### config.mk
export PLATFORM = sky130hd
export DESIGN_NAME = proto_cic_decim
export DESIGN_NICKNAME = d
export VERILOG_FILES = /design/src/rtl/proto_cic_pkg.sv /design/src/rtl/cic_rate_ctl.sv /design/src/rtl/cic_integ_stage.sv /design/src/rtl/cic_comb_stage.sv /design/src/rtl/cic_out_norm.sv /design/src/rtl/proto_cic_decim.sv
export SDC_FILE = /design/constraint.sdc
export NUM_CORES = 1
export LEC_CHECK = 0
export BUFFER_PORTS_ARGS = -buffer_cell sky130_fd_sc_hd__buf_4
export CAP_MARGIN = 30
export CORE_MARGIN = 1.5
export CORE_UTILIZATION = 45
export DETAILED_ROUTE_END_ITERATION = 10
export SETUP_SLACK_MARGIN = 0.2
export SYNTH_ARGS = -nofsm -noshare
export SYNTH_HDL_FRONTEND = slang
export SYNTH_SLANG_ARGS = --single-unit
### constraint.sdc
create_clock -name clk -period 22.2 [get_ports clk]
set_input_delay 4.44 -clock clk [delete_from_list [all_inputs] [get_ports clk]]
set_output_delay 4.44 -clock clk [all_outputs]
set_load 0.02 [all_outputs]
### src/rtl/proto_cic_pkg.sv
package proto_cic_pkg;

   localparam int CIC_STAGES = 5;

   typedef enum logic [1:0] {
      SEL_NARROW = 2'd0,
      SEL_WIDE   = 2'd1,
      SEL_DEEP   = 2'd2,
      SEL_SPARE  = 2'd3
   } proto_e;

   // smallest g with 2^g >= r^n
   function automatic int cic_growth(int r, int n);
      longint p;
      int     g;
      p = 1;
      g = 0;
      for (int i = 0; i < n; i++) p = p * longint'(r);
      while ((longint'(1) << g) < p) g++;
      return g;
   endfunction

   function automatic int cic_max3(int a, int b, int c);
      int m;
      m = (a > b) ? a : b;
      return (m > c) ? m : c;
   endfunction

endpackage

### src/rtl/cic_rate_ctl.sv
module cic_rate_ctl
   import proto_cic_pkg::*;
#(
   parameter int R_A   = 20,
   parameter int R_B   = 12,
   parameter int R_C   = 40,
   parameter int CNT_W = 6
) (
   input  logic       clk,
   input  logic       rst_n,
   input  logic [1:0] sel,
   input  logic       in_vld,
   output logic       clr,
   output proto_e     mode,
   output logic       dump
);

   proto_e           sel_q;
   logic [CNT_W-1:0] cnt;
   logic [CNT_W-1:0] rlim;
   logic             wrap;

   assign clr = (proto_e'(sel) != sel_q);
   assign mode = sel_q;

   always_comb begin
      case (sel_q)
         SEL_WIDE: rlim = CNT_W'(R_B - 1);
         SEL_DEEP: rlim = CNT_W'(R_C - 1);
         default:  rlim = CNT_W'(R_A - 1);
      endcase
   end

   assign wrap = (cnt == rlim);
   assign dump = in_vld & ~clr & wrap;

   always_ff @(posedge clk or negedge rst_n) begin
      if (!rst_n) begin
         sel_q <= SEL_NARROW;
         cnt   <= '0;
      end else begin
         sel_q <= proto_e'(sel);
         if (clr) begin
            cnt <= '0;
         end else if (in_vld) begin
            if (wrap) cnt <= '0;
            else      cnt <= cnt + 1'b1;
         end
      end
   end

endmodule

### src/rtl/cic_integ_stage.sv
module cic_integ_stage #(
   parameter int REF_W = 43,
   parameter int W     = 43
) (
   input  logic             clk,
   input  logic             rst_n,
   input  logic             clr,
   input  logic             en,
   input  logic [REF_W-1:0] din,
   output logic [REF_W-1:0] dout
);

   localparam int SH = REF_W - W;

   logic [W-1:0] acc;
   logic [W-1:0] acc_nxt;
   logic [W-1:0] din_top;

   assign din_top = din[REF_W-1 -: W];

   generate
      if (SH > 0) begin : g_drop
         logic [SH-1:0] lsb_unused;
         assign lsb_unused = din[SH-1:0];
      end
   endgenerate

   assign acc_nxt = acc + din_top;
   assign dout    = REF_W'(acc_nxt) << SH;

   always_ff @(posedge clk or negedge rst_n) begin
      if (!rst_n)   acc <= '0;
      else if (clr) acc <= '0;
      else if (en)  acc <= acc_nxt;
   end

endmodule

### src/rtl/cic_comb_stage.sv
module cic_comb_stage #(
   parameter int W = 39
) (
   input  logic         clk,
   input  logic         rst_n,
   input  logic         clr,
   input  logic         en,
   input  logic [W-1:0] din,
   output logic [W-1:0] dout
);

   logic [W-1:0] dly;

   assign dout = din - dly;

   always_ff @(posedge clk or negedge rst_n) begin
      if (!rst_n)   dly <= '0;
      else if (clr) dly <= '0;
      else if (en)  dly <= din;
   end

endmodule

### src/rtl/cic_out_norm.sv
module cic_out_norm
   import proto_cic_pkg::*;
#(
   parameter int COMB_W = 39,
   parameter int OUT_W  = 18,
   parameter int SH_A   = 18,
   parameter int SH_B   = 14,
   parameter int SH_C   = 23
) (
   input  logic              clk,
   input  logic              rst_n,
   input  logic              en,
   input  proto_e            mode,
   input  logic [COMB_W-1:0] din,
   output logic              out_vld,
   output logic [OUT_W-1:0]  out_dat
);

   localparam logic signed [COMB_W-1:0] PMAX =
      {{(COMB_W-OUT_W+1){1'b0}}, {(OUT_W-1){1'b1}}};
   localparam logic signed [COMB_W-1:0] NMIN =
      {{(COMB_W-OUT_W+1){1'b1}}, {(OUT_W-1){1'b0}}};

   logic [6:0]               sh_amt;
   logic signed [COMB_W-1:0] shv;
   logic [OUT_W-1:0]         sat;

   always_comb begin
      case (mode)
         SEL_WIDE: sh_amt = 7'(SH_B);
         SEL_DEEP: sh_amt = 7'(SH_C);
         default:  sh_amt = 7'(SH_A);
      endcase
   end

   always_comb begin
      shv = $signed(din) >>> sh_amt;
      if (shv > PMAX)      sat = PMAX[OUT_W-1:0];
      else if (shv < NMIN) sat = NMIN[OUT_W-1:0];
      else                 sat = shv[OUT_W-1:0];
   end

   always_ff @(posedge clk or negedge rst_n) begin
      if (!rst_n) begin
         out_vld <= 1'b0;
         out_dat <= '0;
      end else begin
         out_vld <= en;
         if (en) out_dat <= sat;
      end
   end

endmodule

### src/rtl/proto_cic_decim.sv
module proto_cic_decim
   import proto_cic_pkg::*;
#(
   parameter int IN_W  = 16,
   parameter int OUT_W = 18,
   parameter int R_A   = 20,
   parameter int R_B   = 12,
   parameter int R_C   = 40,
   parameter int INT_W [CIC_STAGES] = '{43, 42, 41, 40, 39}
) (
   input  logic             clk,
   input  logic             rst_n,
   input  logic [1:0]       proto_sel,
   input  logic             smp_vld,
   input  logic [IN_W-1:0]  smp_dat,
   output logic             dec_vld,
   output logic [OUT_W-1:0] dec_dat
);

   localparam int NSTG   = CIC_STAGES;
   localparam int R_MAX  = cic_max3(R_A, R_B, R_C);
   localparam int CNT_W  = $clog2(R_MAX);
   localparam int G_A    = cic_growth(R_A, NSTG);
   localparam int G_B    = cic_growth(R_B, NSTG);
   localparam int G_C    = cic_growth(R_C, NSTG);
   localparam int G_MAX  = cic_max3(G_A, G_B, G_C);
   localparam int REF_W  = IN_W + G_MAX;
   localparam int COMB_W = INT_W[NSTG-1];
   localparam int D_LAST = REF_W - COMB_W;

   // elaboration-time parameter checks
   generate
      if (R_A < 2 || R_B < 2 || R_C < 2) begin : g_bad_ratio
         $error("decimation ratios must be at least 2");
      end
      if (INT_W[0] > REF_W) begin : g_bad_first
         $error("first integrator wider than reference width");
      end
      for (genvar k = 1; k < NSTG; k++) begin : g_mono
         if (INT_W[k] > INT_W[k-1]) begin : g_bad_order
            $error("integrator widths must not grow along the chain");
         end
      end
      if (cic_max3(-G_A, -G_B, -G_C) + D_LAST > 0) begin : g_bad_shift
         $error("pruning discards more bits than the smallest gain shift");
      end
      if (COMB_W <= OUT_W) begin : g_bad_out
         $error("comb width must exceed output width");
      end
   endgenerate

   logic   clr;
   logic   dump;
   proto_e mode;
   logic   int_en;

   cic_rate_ctl #(
      .R_A(R_A), .R_B(R_B), .R_C(R_C), .CNT_W(CNT_W)
   ) u_rate (
      .clk    (clk),
      .rst_n  (rst_n),
      .sel    (proto_sel),
      .in_vld (smp_vld),
      .clr    (clr),
      .mode   (mode),
      .dump   (dump)
   );

   assign int_en = smp_vld & ~clr;

   logic [REF_W-1:0]  ichain [NSTG+1];
   logic [COMB_W-1:0] cchain [NSTG+1];

   assign ichain[0] = {{(REF_W-IN_W){smp_dat[IN_W-1]}}, smp_dat};

   generate
      for (genvar k = 0; k < NSTG; k++) begin : g_int
         cic_integ_stage #(
            .REF_W (REF_W),
            .W     (INT_W[k])
         ) u_int (
            .clk   (clk),
            .rst_n (rst_n),
            .clr   (clr),
            .en    (int_en),
            .din   (ichain[k]),
            .dout  (ichain[k+1])
         );
      end

      if (D_LAST > 0) begin : g_tail
         logic [D_LAST-1:0] int_lsb_unused;
         assign int_lsb_unused = ichain[NSTG][D_LAST-1:0];
      end
   endgenerate

   assign cchain[0] = ichain[NSTG][REF_W-1 -: COMB_W];

   generate
      for (genvar k = 0; k < NSTG; k++) begin : g_comb
         cic_comb_stage #(
            .W (COMB_W)
         ) u_comb (
            .clk   (clk),
            .rst_n (rst_n),
            .clr   (clr),
            .en    (dump),
            .din   (cchain[k]),
            .dout  (cchain[k+1])
         );
      end
   endgenerate

   cic_out_norm #(
      .COMB_W (COMB_W),
      .OUT_W  (OUT_W),
      .SH_A   (G_A - D_LAST),
      .SH_B   (G_B - D_LAST),
      .SH_C   (G_C - D_LAST)
   ) u_norm (
      .clk     (clk),
      .rst_n   (rst_n),
      .en      (dump),
      .mode    (mode),
      .din     (cchain[NSTG]),
      .out_vld (dec_vld),
      .out_dat (dec_dat)
   );

endmodule

# Word level (Yosys, flattened, before mapping)
# Cells that the tools add are included.
dict set report totals {
  reg_bits 427
  latch_bits 0
  mem_bits_rw 0
  rom_bits 0
  wordCells 65
  n_memories 0
}
dict set report classes {
  addsub 11
  multipliers 0
  n_div 0
  magnitude_cmp 2
  eq_ne 4
  shifts 1
  n_mux 27
  bitwise_logic 3
  reduce_logical 3
}
# cell n
set ops {}
lappend ops {{39-bit two-way mux} 12}
lappend ops {{39-bit subtractor} 5}
lappend ops {{43-bit two-way mux} 2}
lappend ops {{42-bit two-way mux} 2}
lappend ops {{41-bit two-way mux} 2}
lappend ops {{40-bit two-way mux} 2}
lappend ops {{43-bit adder} 1}
lappend ops {{42-bit adder} 1}
lappend ops {{41-bit adder} 1}
lappend ops {{40-bit adder} 1}
lappend ops {{39-bit adder} 1}
lappend ops {{39-bit by 18-bit > comparator with 1-bit output, second input constant} 1}
lappend ops {{39-bit by 18-bit less-than comparator with 1-bit output, second input constant} 1}
lappend ops {{39-bit by 5-bit >>> shifter with 39-bit output} 1}
lappend ops {{18-bit two-way mux} 2}
lappend ops {{6-bit two-way mux} 3}
lappend ops {{6-bit case mux with 2 select lines} 1}
lappend ops {{5-bit case mux with 2 select lines} 1}
lappend ops {{6-bit by 1-bit adder with 6-bit output, second input constant} 1}
lappend ops {{6-bit == test} 1}
lappend ops {{2-bit nonzero test} 3}
lappend ops {{1-bit AND} 2}
lappend ops {{2-bit by 1-bit == test with 1-bit output, second input constant} 1}
lappend ops {{2-bit == test, second input constant} 1}
lappend ops {{other kinds (2)} 2}

# Depth between registers and ports, before layout
dict set report depth {
  ltp_word 14
  mapped_depth 92
}

# By module
# From an unflattened synthesis, not the netlist that was laid out.
dict set report hier_totals {
  hier_cells 5447
  area_unflattened_um2 44536.5
}
# mod instances cells_each area_per_inst_um2
set by_module_without_submodules {}
lappend by_module_without_submodules {{cic_comb_stage at g_comb[1].u_comb ...} 4 481 3890.0}
lappend by_module_without_submodules {{cic_integ_stage at g_int[0].u_int} 1 597 4770.8}
lappend by_module_without_submodules {{cic_integ_stage at g_int[2].u_int} 1 551 4455.5}
lappend by_module_without_submodules {{cic_integ_stage at g_int[3].u_int} 1 560 4380.5}
lappend by_module_without_submodules {{cic_integ_stage at g_int[1].u_int} 1 488 4115.2}
lappend by_module_without_submodules {{cic_integ_stage at g_int[4].u_int} 1 463 3882.5}
lappend by_module_without_submodules {{cic_comb_stage at g_comb[0].u_comb} 1 479 3877.5}
lappend by_module_without_submodules {cic_out_norm 1 332 2997.9}
lappend by_module_without_submodules {cic_rate_ctl 1 52 483.0}
lappend by_module_without_submodules {proto_cic_decim 1 1 13.8}

# Worst setup path before layout
# OpenSTA, ideal clock, no wires.
dict set report synth_path {
  kind {input to register}
  start {input smp_dat[0]}
  end {register u_norm.out_dat[15]}
  arrival_ps 19793
  required_ps 22069
  slack_ps 2276
  cell_stages 84
  n_path_buf 2
  cell_sequence {ha_1 -> inv_1 -> fa_1 -> nand2b_1 -> nand2b_1 -> a21oi_1 -> xnor2_1 -> ha_1 -> o21ai_0 -> a21boi_0 -> o21ai_0 -> a21boi_0 -> o21ai_0 -> nand2b_1 -> a21o_1 -> a21oi_1 -> nor2b_1 -> o21a_1 -> [... 48 more ...] -> nor2_1 -> xnor2_1 -> ha_1 -> clkbuf_1 -> a21o_1 -> a21oi_1 -> o21ai_0 -> a311o_1 -> o21a_1 -> a22oi_1 -> a211oi_1 -> a21oi_1 -> and3_1 -> nand4_1 -> nor4_2 -> a2bb2oi_4 -> buf_6 -> o22ai_1}
}
dict set report synth_between {
  elab_chain_cells 14
  word_cells_on_any_way 15
}
# element line
set synth_lines {}
lappend synth_lines {{start: declaration} proto_cic_decim.sv:15} ;# input logic [IN_W-1:0] smp_dat,
lappend synth_lines {{43-bit adder *} cic_integ_stage.sv:28} ;# assign acc_nxt = acc + din_top;
lappend synth_lines {{42-bit adder *} cic_integ_stage.sv:28}
lappend synth_lines {{41-bit adder *} cic_integ_stage.sv:28}
lappend synth_lines {{40-bit adder *} cic_integ_stage.sv:28}
lappend synth_lines {{39-bit adder *} cic_integ_stage.sv:28}
lappend synth_lines {{39-bit subtractor * (5 in a row)} cic_comb_stage.sv:14} ;# assign dout = din - dly;
lappend synth_lines {{39-bit by 5-bit >>> shifter with 39-bit output *} cic_out_norm.sv:37} ;# shv = $signed(din) >>> sh_amt;
lappend synth_lines {{39-bit by 18-bit less-than comparator with 1-bit output} cic_out_norm.sv:39} ;# else if (shv < NMIN) sat = NMIN[OUT_W-1:0];
lappend synth_lines {{18-bit two-way mux} cic_out_norm.sv:39}
lappend synth_lines {{18-bit two-way mux *} cic_out_norm.sv:38} ;# if (shv > PMAX) sat = PMAX[OUT_W-1:0];
lappend synth_lines {{end signal: assignment} cic_out_norm.sv:49} ;# if (en) out_dat <= sat;
lappend synth_lines {{end: declaration} cic_out_norm.sv:16} ;# output logic [OUT_W-1:0] out_dat
# Mark *: on every way between the ends. The rest lies on a longest branch, timed or not.
# A chain may end at the register's enable or synchronous reset.

# Final worst setup path
dict set report layout_path {
  start {input smp_dat[1]}
  end {register u_norm.out_dat[11]}
}
# The elaborated chain is that of the path after synthesis.

==> results_dict.tcl <==
set metrics [dict create \
    outcome "complete, no violations" \
    mappedNetlistArea_um2 37280 \
    async_reset_ff_share_pct 100.0 \
    drt-initial-drc-count 1487 \
    final_max_slew_viol_count 0 \
    startpoint_type "primary input" \
    ys_ff_latch 427 \
    synth_nets 4882 \
    hold_path_class "reg -> reg" \
    wire_per_inst_um 16.63 \
    core-area_um2 81980 \
    layout.nets 4900 \
    rsz0062_at_grt "no" \
    globalplace.congestion 0.8995 \
    min_from "g_comb[2].u_comb.dly[37]" \
    track_usage_pct 21.76 \
    start_util_pct 45.47 \
    grt_pass1_wl_um 154500 \
    synth_ff_type "dfrtp_1" \
    grt_use_met1_pct 28.39 \
    cts_tree "built" \
    clkTransAtPathRegs_ns 0.06 \
    die-height_um 290.8 \
    synth_cells 4459 \
    hold_violations 0 \
    hold_slack_ns 0.4968 \
    port_buffers 39 \
    synth_top_area_share_pct 28.66 \
    num_io_pins 40 \
    finalSetupViolations 0 \
    cap_violations 0 \
    worst-r2r-cell-count 84 \
    startpoint "smp_dat[1]" \
    synthTopCellsByArea "dfrtp_1 (29%), ha_1 (13%), xnor2_1 (5.9%), mux2i_1 (5.5%), nor2_1 (4.7%)" \
    slew_headroom_pct 31.74 \
    grt_max_degree 123 \
    syn_area_per_cell_um2 8.360 \
    final.min_clock_period_ns 20.71 \
    placementRows 105 \
    clock-sinks 427 \
    worstHoldEndpoint "g_comb[2].u_comb.dly[37]" \
    critPathSlowestCell "a221o_1" \
    synthToLayoutAreaGrowth_pct 10.72 \
    seq_area_frac_synth_pct 28.66 \
    insertion_delay_ns 0.62 \
    crit_arrival_ns 21.20 \
    hpwlAfterDp_um 67810 \
    timing.rr.start "g_int[0].u_int.acc[1]" \
    crit_type "in -> reg" \
    cts_made_buffers 52 \
    worst_slew_pin_slew_ns 1.024 \
    drc_errors 0 \
    fin_crit_sh_pct 93.31 \
    top_usage_layer "met2" \
    finClkSkew_ns 0.02774 \
    htreeDepth 2 \
    die_w_um 290.8 \
    drive_gt1_share_pct 6.771 \
    clk_path_buf_depth 3 \
    antenna_cells 0 \
    grtUsageMet3_pct 2.218 \
    detail-route-antenna-nets 0 \
    drt-total-wl_um 92950 \
    reg2reg_to "u_norm.out_dat[11]" \
    firstDrtPassIters 5 \
    cp_data_required_time_ns 22.68 \
    dieArea_um2 84580 \
    hold_depth 2 \
    viasPerCell 5.592 \
    cp_max_fo 17 \
    via_count 31250 \
    reg2reg_slack_ns 5.03 \
    netlist_top_cells_count "nor2_1 (471), dfrtp_1 (427), ha_1 (393)" \
    end_kind "flop" \
    grt_use_met2_pct 37.59 \
    grt-ovfl-total 0 \
    timing.fmax_ghz 0.04828 \
    root_buffer "clkbuf_16" \
    antenna_found_initial 0 \
    synth_edf_count 0 \
    first_global_vias 30180 \
    synth_top_cell_by_area "dfrtp_1" \
    slowest_delay_ns 0.45 \
    yosysMostFrequentCell "nor2_1" \
    synth_cell_type_count 86 \
    yosysWarnings 0 \
]
==> worst max path at each step <==
stage / to / slack, ns / cells past startpoint
2_1_floorplan: u_norm.out_dat[15] / 2.28 / 84
3_3_place_gp: u_norm.out_dat[9] / -0.1 / 88
3_5_place_dp: u_norm.out_dat[4] / -0.31 / 89
4_1_cts: u_norm.out_dat[11] / 0.33 / 89
5_1_grt: u_norm.out_dat[16] / 0.15 / 85
6_report: u_norm.out_dat[11] / 1.49 / 85
==> state kept, by name (all words and copies together) (netlist names) <==
signal             count
u_rate.mode            2
u_norm.out_vld         1
g_comb.u_comb.dly    195
g_int.u_int.acc      205
u_norm.out_dat        18
u_rate.cnt             6
==> layout make-up <==
class / instances / area (um2)
clock inverter: 33 / 506.7
timing repair buffer: 127 / 1136
clock buffer: 63 / 1394
fill: 7868 / 40700
multi-input combinational: 3518 / 24890
sequential: 427 / 10690
tap: 1070 / 1339
inverter: 351 / 1325
==> cells by family (layout without fill, tap and decap cells) <==
kind of cell | count (synthesis) | after routing | synth area share [%]
buf+inv | 514 | 574 | 5.236
compound gates | 1298 | 1298 | 23.02
flops | 427 | 427 | 28.66
xor+xnor | 341 | 341 | 8.206
mux | 216 | 216 | 5.991
fa+ha+maj | 402 | 402 | 13.67
simple gates | 1261 | 1261 | 15.21
==> critical path: cells and delay by family <==
| kind | cells | cell delay [ns] |
|---|---|---|
| AOI/OAI and AO/OA | 44 | 8.07 |
| buffers and inverters | 5 | 0.66 |
| and+or+nand+nor | 18 | 3.22 |
| xor gates and xnor gates | 8 | 1.50 |
| adders and majority gates | 10 | 3.26 |
==> routing by layer <==
| layer | vias up | part of all wire, % |
|---|---|---|
| met5 | - | 0 |
| met4 | 0 | 3.3 |
| met3 | 139 | 2.8 |
| met2 | 419 | 47 |
| met1 | 14750 | 47 |
| li1 | 15950 | - |
==> what timing repair did <==
action | 4_1_cts | 5_1_grt
setup endpoints to repair | 0 | 18
endpoints found under the hold margin | 0 | 0
resized for setup | 0 | 58
buffers inserted | 0 | 6
hold buffers | 0 | 0
==> placed cells by master, fill, tap and decap left out, types with 12 or more instances in the layout <==
cell type | Yosys | layout
a211o_1 | 14 | 14
a211oi_1 | 40 | 35
a21boi_0 | 24 | 22
a21o_1 | 162 | 162
a21oi_1 | 312 | 303
a31oi_1 | 33 | 31
and2_1 | 22 | 22
and3_1 | 31 | 31
buf_4 | 2 | 114
bufinv_16 | 0 | 13
clkbuf_16 | 0 | 53
clkinv_2 | 0 | 15
dfrtp_1 | 427 | 427
ha_1 | 393 | 392
inv_1 | 350 | 350
mux2i_1 | 204 | 203
nand2_1 | 372 | 370
nand2b_1 | 55 | 55
nand3_1 | 81 | 81
nand4_1 | 25 | 25
nor2_1 | 471 | 469
nor2b_1 | 43 | 43
nor3_1 | 72 | 71
o211ai_1 | 35 | 35
o21a_1 | 48 | 48
o21ai_0 | 233 | 223
o21ai_1 | 3 | 12
o21bai_1 | 53 | 52
o22ai_1 | 21 | 21
o31ai_1 | 184 | 182
or2_2 | 16 | 16
or3_1 | 23 | 23
xnor2_1 | 249 | 244
xor2_1 | 87 | 86
==> through the flow <==
stage	utilization [%]	cell area (um2)	worst slack [ns]	TNS [ns]	std cells
2_1_floorplan	-	37280	2.276	0	4459
6_report	50.35	41280	1.486	0	5589
4_1_cts	49.84	40860	0.3348	0	5578
3_5_place_dp	47.52	38950	-0.3128	-5.036	5482
3_3_place_gp	47.45	38900	-0.09944	-1.560	5479
5_1_grt	50.35	41280	0.1461	0	5589
Power is left out: the tool's default activity adds up to more than one toggle a clock period on the data nets, which glitch-free logic cannot reach.
